<file path="config.mk">
export PLATFORM = sky130hd
export DESIGN_NAME = flag_req_router
export DESIGN_NICKNAME = d
export VERILOG_FILES = /design/src/rtl/flag_req_pkg.sv /design/src/rtl/flag_req_ctrl.sv /design/src/rtl/flag_req_regs.sv /design/src/rtl/flag_req_router.sv
export SDC_FILE = /design/constraint.sdc
export NUM_CORES = 1
export LEC_CHECK = 0
export BUFFER_PORTS_ARGS = -buffer_cell sky130_fd_sc_hd__buf_2
export CORE_AREA = 8 8 45 47
export DETAILED_ROUTE_END_ITERATION = 10
export DIE_AREA = 0 0 53 55
export GPL_TIMING_DRIVEN = 0
export PLACE_DENSITY = 0.76
export SYNTH_ARGS = -nofsm -noshare
export SYNTH_HDL_FRONTEND = slang
export SYNTH_HIERARCHICAL = 1
export SYNTH_SLANG_ARGS = --single-unit
</file>
<file path="constraint.sdc">
create_clock -name clk -period 2.3 [get_ports clk]
set_clock_uncertainty 0.15 [all_clocks]
set_input_delay 0.46 -clock clk [delete_from_list [all_inputs] [get_ports clk]]
set_output_delay 0.46 -clock clk [all_outputs]
set_load 0.01 [all_outputs]
</file>
<file path="src/rtl/flag_req_pkg.sv">
package flag_req_pkg;
  localparam int FLAG_COUNT = 5;

  typedef enum logic [2:0] {
    FL_TX_EMPTY = 3'd0,
    FL_TX_DONE  = 3'd1,
    FL_RX_FULL  = 3'd2,
    FL_RX_IDLE  = 3'd3,
    FL_BREAK    = 3'd4
  } flag_idx_e;

  // strobes from control to the request register file
  typedef struct packed {
    logic [FLAG_COUNT-1:0] setReq;
    logic [FLAG_COUNT-1:0] dropReq;
    logic [FLAG_COUNT-1:0] ackHit;
  } req_strobe_t;
endpackage

</file>
<file path="src/rtl/flag_req_ctrl.sv">
module flag_req_ctrl
  import flag_req_pkg::*;
#(
  parameter int NFLAG = FLAG_COUNT,
  parameter logic [NFLAG-1:0] RX_BLOCK_MASK = 5'b01100
) (
  input  logic [NFLAG-1:0] reqEn,
  input  logic [NFLAG-1:0] dmaSel,
  input  logic [NFLAG-1:0] flagIn,
  input  logic [NFLAG-1:0] dmaDone,
  input  logic [NFLAG-1:0] reqQ,
  output req_strobe_t      strobes,
  output logic             irqOut,
  output logic [NFLAG-1:0] clrBlock
);
  logic [NFLAG-1:0] dmaMode;
  logic [NFLAG-1:0] irqMode;

  for (genvar i = 0; i < NFLAG; i++) begin : g_route
    assign dmaMode[i] = reqEn[i] & dmaSel[i];
    assign irqMode[i] = reqEn[i] & ~dmaSel[i];
    if (RX_BLOCK_MASK[i]) begin : g_rx
      assign clrBlock[i] = dmaMode[i];
    end else begin : g_tx
      assign clrBlock[i] = 1'b0;
    end
  end

  always_comb begin
    strobes.ackHit  = dmaDone & reqQ & dmaMode;
    strobes.dropReq = strobes.ackHit | ~dmaMode;
    strobes.setReq  = dmaMode & flagIn & ~strobes.dropReq;
  end

  assign irqOut = |(irqMode & flagIn);
endmodule

</file>
<file path="src/rtl/flag_req_regs.sv">
module flag_req_regs
  import flag_req_pkg::*;
#(
  parameter int NFLAG = FLAG_COUNT
) (
  input  logic             clk,
  input  logic             rst,
  input  req_strobe_t      strobes,
  output logic [NFLAG-1:0] reqQ,
  output logic [NFLAG-1:0] flagClr
);
  always_ff @(posedge clk) begin
    if (rst) reqQ <= '0;
    else     reqQ <= (reqQ & ~strobes.dropReq) | strobes.setReq;
  end

  assign flagClr = strobes.ackHit;

  // a clear strobe only ever accompanies a pending request
  a_r6_clr_needs_req: assert property (@(posedge clk) disable iff (rst)
    (flagClr & ~reqQ) == '0);

  // an acknowledged channel is idle after the edge
  a_r5_drop_after_ack: assert property (@(posedge clk) disable iff (rst)
    (flagClr != '0) |=> ((reqQ & $past(flagClr)) == '0));
endmodule

</file>
<file path="src/rtl/flag_req_router.sv">
module flag_req_router
  import flag_req_pkg::*;
#(
  parameter logic [FLAG_COUNT-1:0] RX_BLOCK_MASK = 5'b01100
) (
  input  logic                  clk,
  input  logic                  rst,
  input  logic [FLAG_COUNT-1:0] reqEn,
  input  logic [FLAG_COUNT-1:0] dmaSel,
  input  logic [FLAG_COUNT-1:0] flagIn,
  input  logic [FLAG_COUNT-1:0] dmaDone,
  output logic [FLAG_COUNT-1:0] dmaReq,
  output logic                  irqOut,
  output logic [FLAG_COUNT-1:0] flagClr,
  output logic [FLAG_COUNT-1:0] clrBlock
);
  req_strobe_t strobes;

  flag_req_ctrl #(.NFLAG(FLAG_COUNT), .RX_BLOCK_MASK(RX_BLOCK_MASK)) u_ctrl (
    .reqEn(reqEn), .dmaSel(dmaSel), .flagIn(flagIn), .dmaDone(dmaDone),
    .reqQ(dmaReq), .strobes(strobes), .irqOut(irqOut), .clrBlock(clrBlock)
  );

  flag_req_regs #(.NFLAG(FLAG_COUNT)) u_regs (
    .clk(clk), .rst(rst), .strobes(strobes), .reqQ(dmaReq), .flagClr(flagClr)
  );

  // no request on a channel that was not routed to DMA
  a_r2_no_req_unrouted: assert property (@(posedge clk) disable iff (rst)
    1'b1 |=> ((dmaReq & ~$past(reqEn & dmaSel)) == '0));

  // a new request needs a routed, raised flag at the edge before
  a_r1_rise_needs_flag: assert property (@(posedge clk) disable iff (rst)
    1'b1 |=> ((dmaReq & ~$past(dmaReq) & ~$past(flagIn & reqEn & dmaSel)) == '0));

  // a routed request only falls after a done pulse
  a_r4_hold_until_done: assert property (@(posedge clk) disable iff (rst)
    1'b1 |=> (($past(dmaReq) & ~dmaReq & ~$past(dmaDone) & $past(reqEn & dmaSel)) == '0));

  // reset leaves no request
  a_r9_reset_clear: assert property (@(posedge clk)
    rst |=> (dmaReq == '0));
endmodule

</file>
==> results.json <==
{
  "core_mm2": 0.00138,
  "avgViaCountPerCell": 4.08,
  "layout-drive-gt1-share": 0.434,
  "top_regs": "u_regs/reqQ (5)",
  "syn2layout_area_growth_pct": 54.9,
  "drc": 0,
  "io_buffers": 34,
  "hp-class": "input port to flip-flop",
  "start_kind": "input port",
  "placed_cells": 118,
  "max_freq_mhz": 556,
  "std_cell_rows": 14,
  "critical_path_required_ns": 1.69,
  "cts_resized": 0,
  "clk_path_buf_depth": 2,
  "clock-sinks": 5,
  "cts_tree": "yes",
  "end_kind": "primary output",
  "finalHoldViolCount": 0,
  "grt-ovfl-total": 0,
  "synth_top_cell_area_share": 0.245,
  "slew_violations": 0,
  "start_util": 0.295,
  "post-cts-setup-buffers": 0,
  "syn_area_per_cell_um2": 6.18,
  "ys_types": 16,
  "synthTopCellsByArea": "dfxtp_1 25%, buf_4 15%, nand2_1 13%, nand2b_1 7.7%, inv_1 7.4%",
  "ys_seq_area_frac": 0.245,
  "grt_usage": 0.0770,
  "hold_buffers": 0,
  "gp_congestion": 0.675,
  "setup-violations-final": 0,
  "fin_setup_tns_ns": 0,
  "grt_pass1_wl_um": 1700,
  "dp_hpwl_um": 1030,
  "fp.dieH_um": 55,
  "worst-setup-path-type": "input port to primary output",
  "boundaryPins": 38,
  "cp.arrival_ns": 1.19,
  "largest_register_ffs": 5,
  "routed_wl_um": 1160,
  "drt-pass1-iter-count": 4,
  "die_area_mm2": 0.00292,
  "cts_made_buffers": 3,
  "synth_cells": 66,
  "clockRootBuffer": "clkbuf_4",
  "synth-warning-count": 6,
  "power.density_mw_per_mm2": 403,
  "wl_per_cell_um": 9.48,
  "drt-initial-drc-count": 11,
  "insertion_delay_ns": 0.24,
  "cts.htree.levels": 1,
  "cap_violations": 0,
  "die_w_um": 53,
  "first_global_vias": 447,
  "status": "complete, no violations",
  "grt_max_degree": 6,
  "final_common_cell": "buf_2",
  "synth_area_um2": 408,
  "peakVddDrop_v": 0.000218,
  "postRouteAntennaNets": 0,
  "synth_seq_cells": 5,
  "post-route-period-util": 0.782,
  "period_needed_ns": 1.80,
  "cp_max_fo": 2,
  "grt_setup_unrepaired": "false",
  "final_cell_mix": "34 x buf_2, 14 x nand2_1, 8 x inv_1, 8 x buf_4, 7 x nor2_1",
  "final_cells": 122,
  "path_clk_slew_ns": 0.04,
  "nets": 129,
  "vias": 498,
  "diodes": 0,
  "synth_area_leader_cell": "dfxtp_1",
  "leakagePower_nw": 0.372,
  "regMostFlops": "u_regs/reqQ",
  "antenna_found_initial": 0
}
## where the power goes
part / internal (mW) / switching, mW / total [mW]
clock network: 0.0656 / 0.0360 / 0.102
logic: 0.0319 / 0.0294 / 0.0613
registers: 0.0898 / 0.00189 / 0.0917
total: 0.187 / 0.0673 / 0.255
## layer usage
layer  up-vias  share of wire  GRT usage
met5         -              0          0
met4         0              0     0.0388
met3         0           0.13     0.0455
met2        18           0.49      0.121
met1       206           0.38     0.0805
li1        274              -          -
## area by class of cell
class / instances / area, um2
clock buffers: 4 / 26.3
inverters: 8 / 30.0
fillers: 151 / 752
well taps: 16 / 20.0
multi-input cells: 47 / 225
repair buffers: 34 / 170
plain buffers: 8 / 60.1
flip-flops and latches: 5 / 100
## synthesized netlist by cell type
cell type and number:
a21oi_1 5, and2_1 1, and2_2 1, and3_1 4, buf_4 8, conb_1 1, dfxtp_1 5, inv_1 8
nand2_1 14, nand2b_1 5, nand3_1 3, nand3b_1 1, nor2_1 7, o21ai_1 1, o22ai_1 1, or3_1 1
## path summary, 6_finish.rpt
| check | start | end | slack, ns | depth (start not counted) |
|---|---|---|---|---|
| setup / recovery | reqEn[3] | irqOut | 0.50 | 5 |
| hold / removal | rst | u_regs/reqQ[3] | 0.31 | 2 |
| setup reg to reg | u_regs/reqQ[0] | u_regs/reqQ[0] | 1.32 | 4 |
| hold reg to reg | u_regs/reqQ[1] | u_regs/reqQ[1] | 0.34 | 2 |
## stage by stage
step                hold WS [ns]  setup WS (ns)  total power [mW]  utilization  area [um2]
floorplan                  0.349          0.715             0.123            -         415
global placement           0.323          0.503             0.153        0.438         606
detailed placement         0.326          0.498             0.155        0.438         606
CTS                        0.305          0.494             0.262        0.457         632
global route               0.312          0.443             0.274        0.457         632
finish                     0.310          0.502             0.255        0.457         632
## worst max-delay path, cell delays in order
cell      delay [ns]
buf_2           0.10
nand3b_1        0.08
o21ai_1         0.07
or3_1           0.33
buf_2           0.15
## cells by family (layout without fill, tap and decap cells)
logic type,after synthesis,after routing,synth area share
AOI/OAI and AO/OA,7,7,0.0889
buffers and inverters,16,54,0.221
DFF,5,5,0.245
other,1,3,0.00919
and+or+nand+nor,37,37,0.436
(Power assumes the default switching activity.)
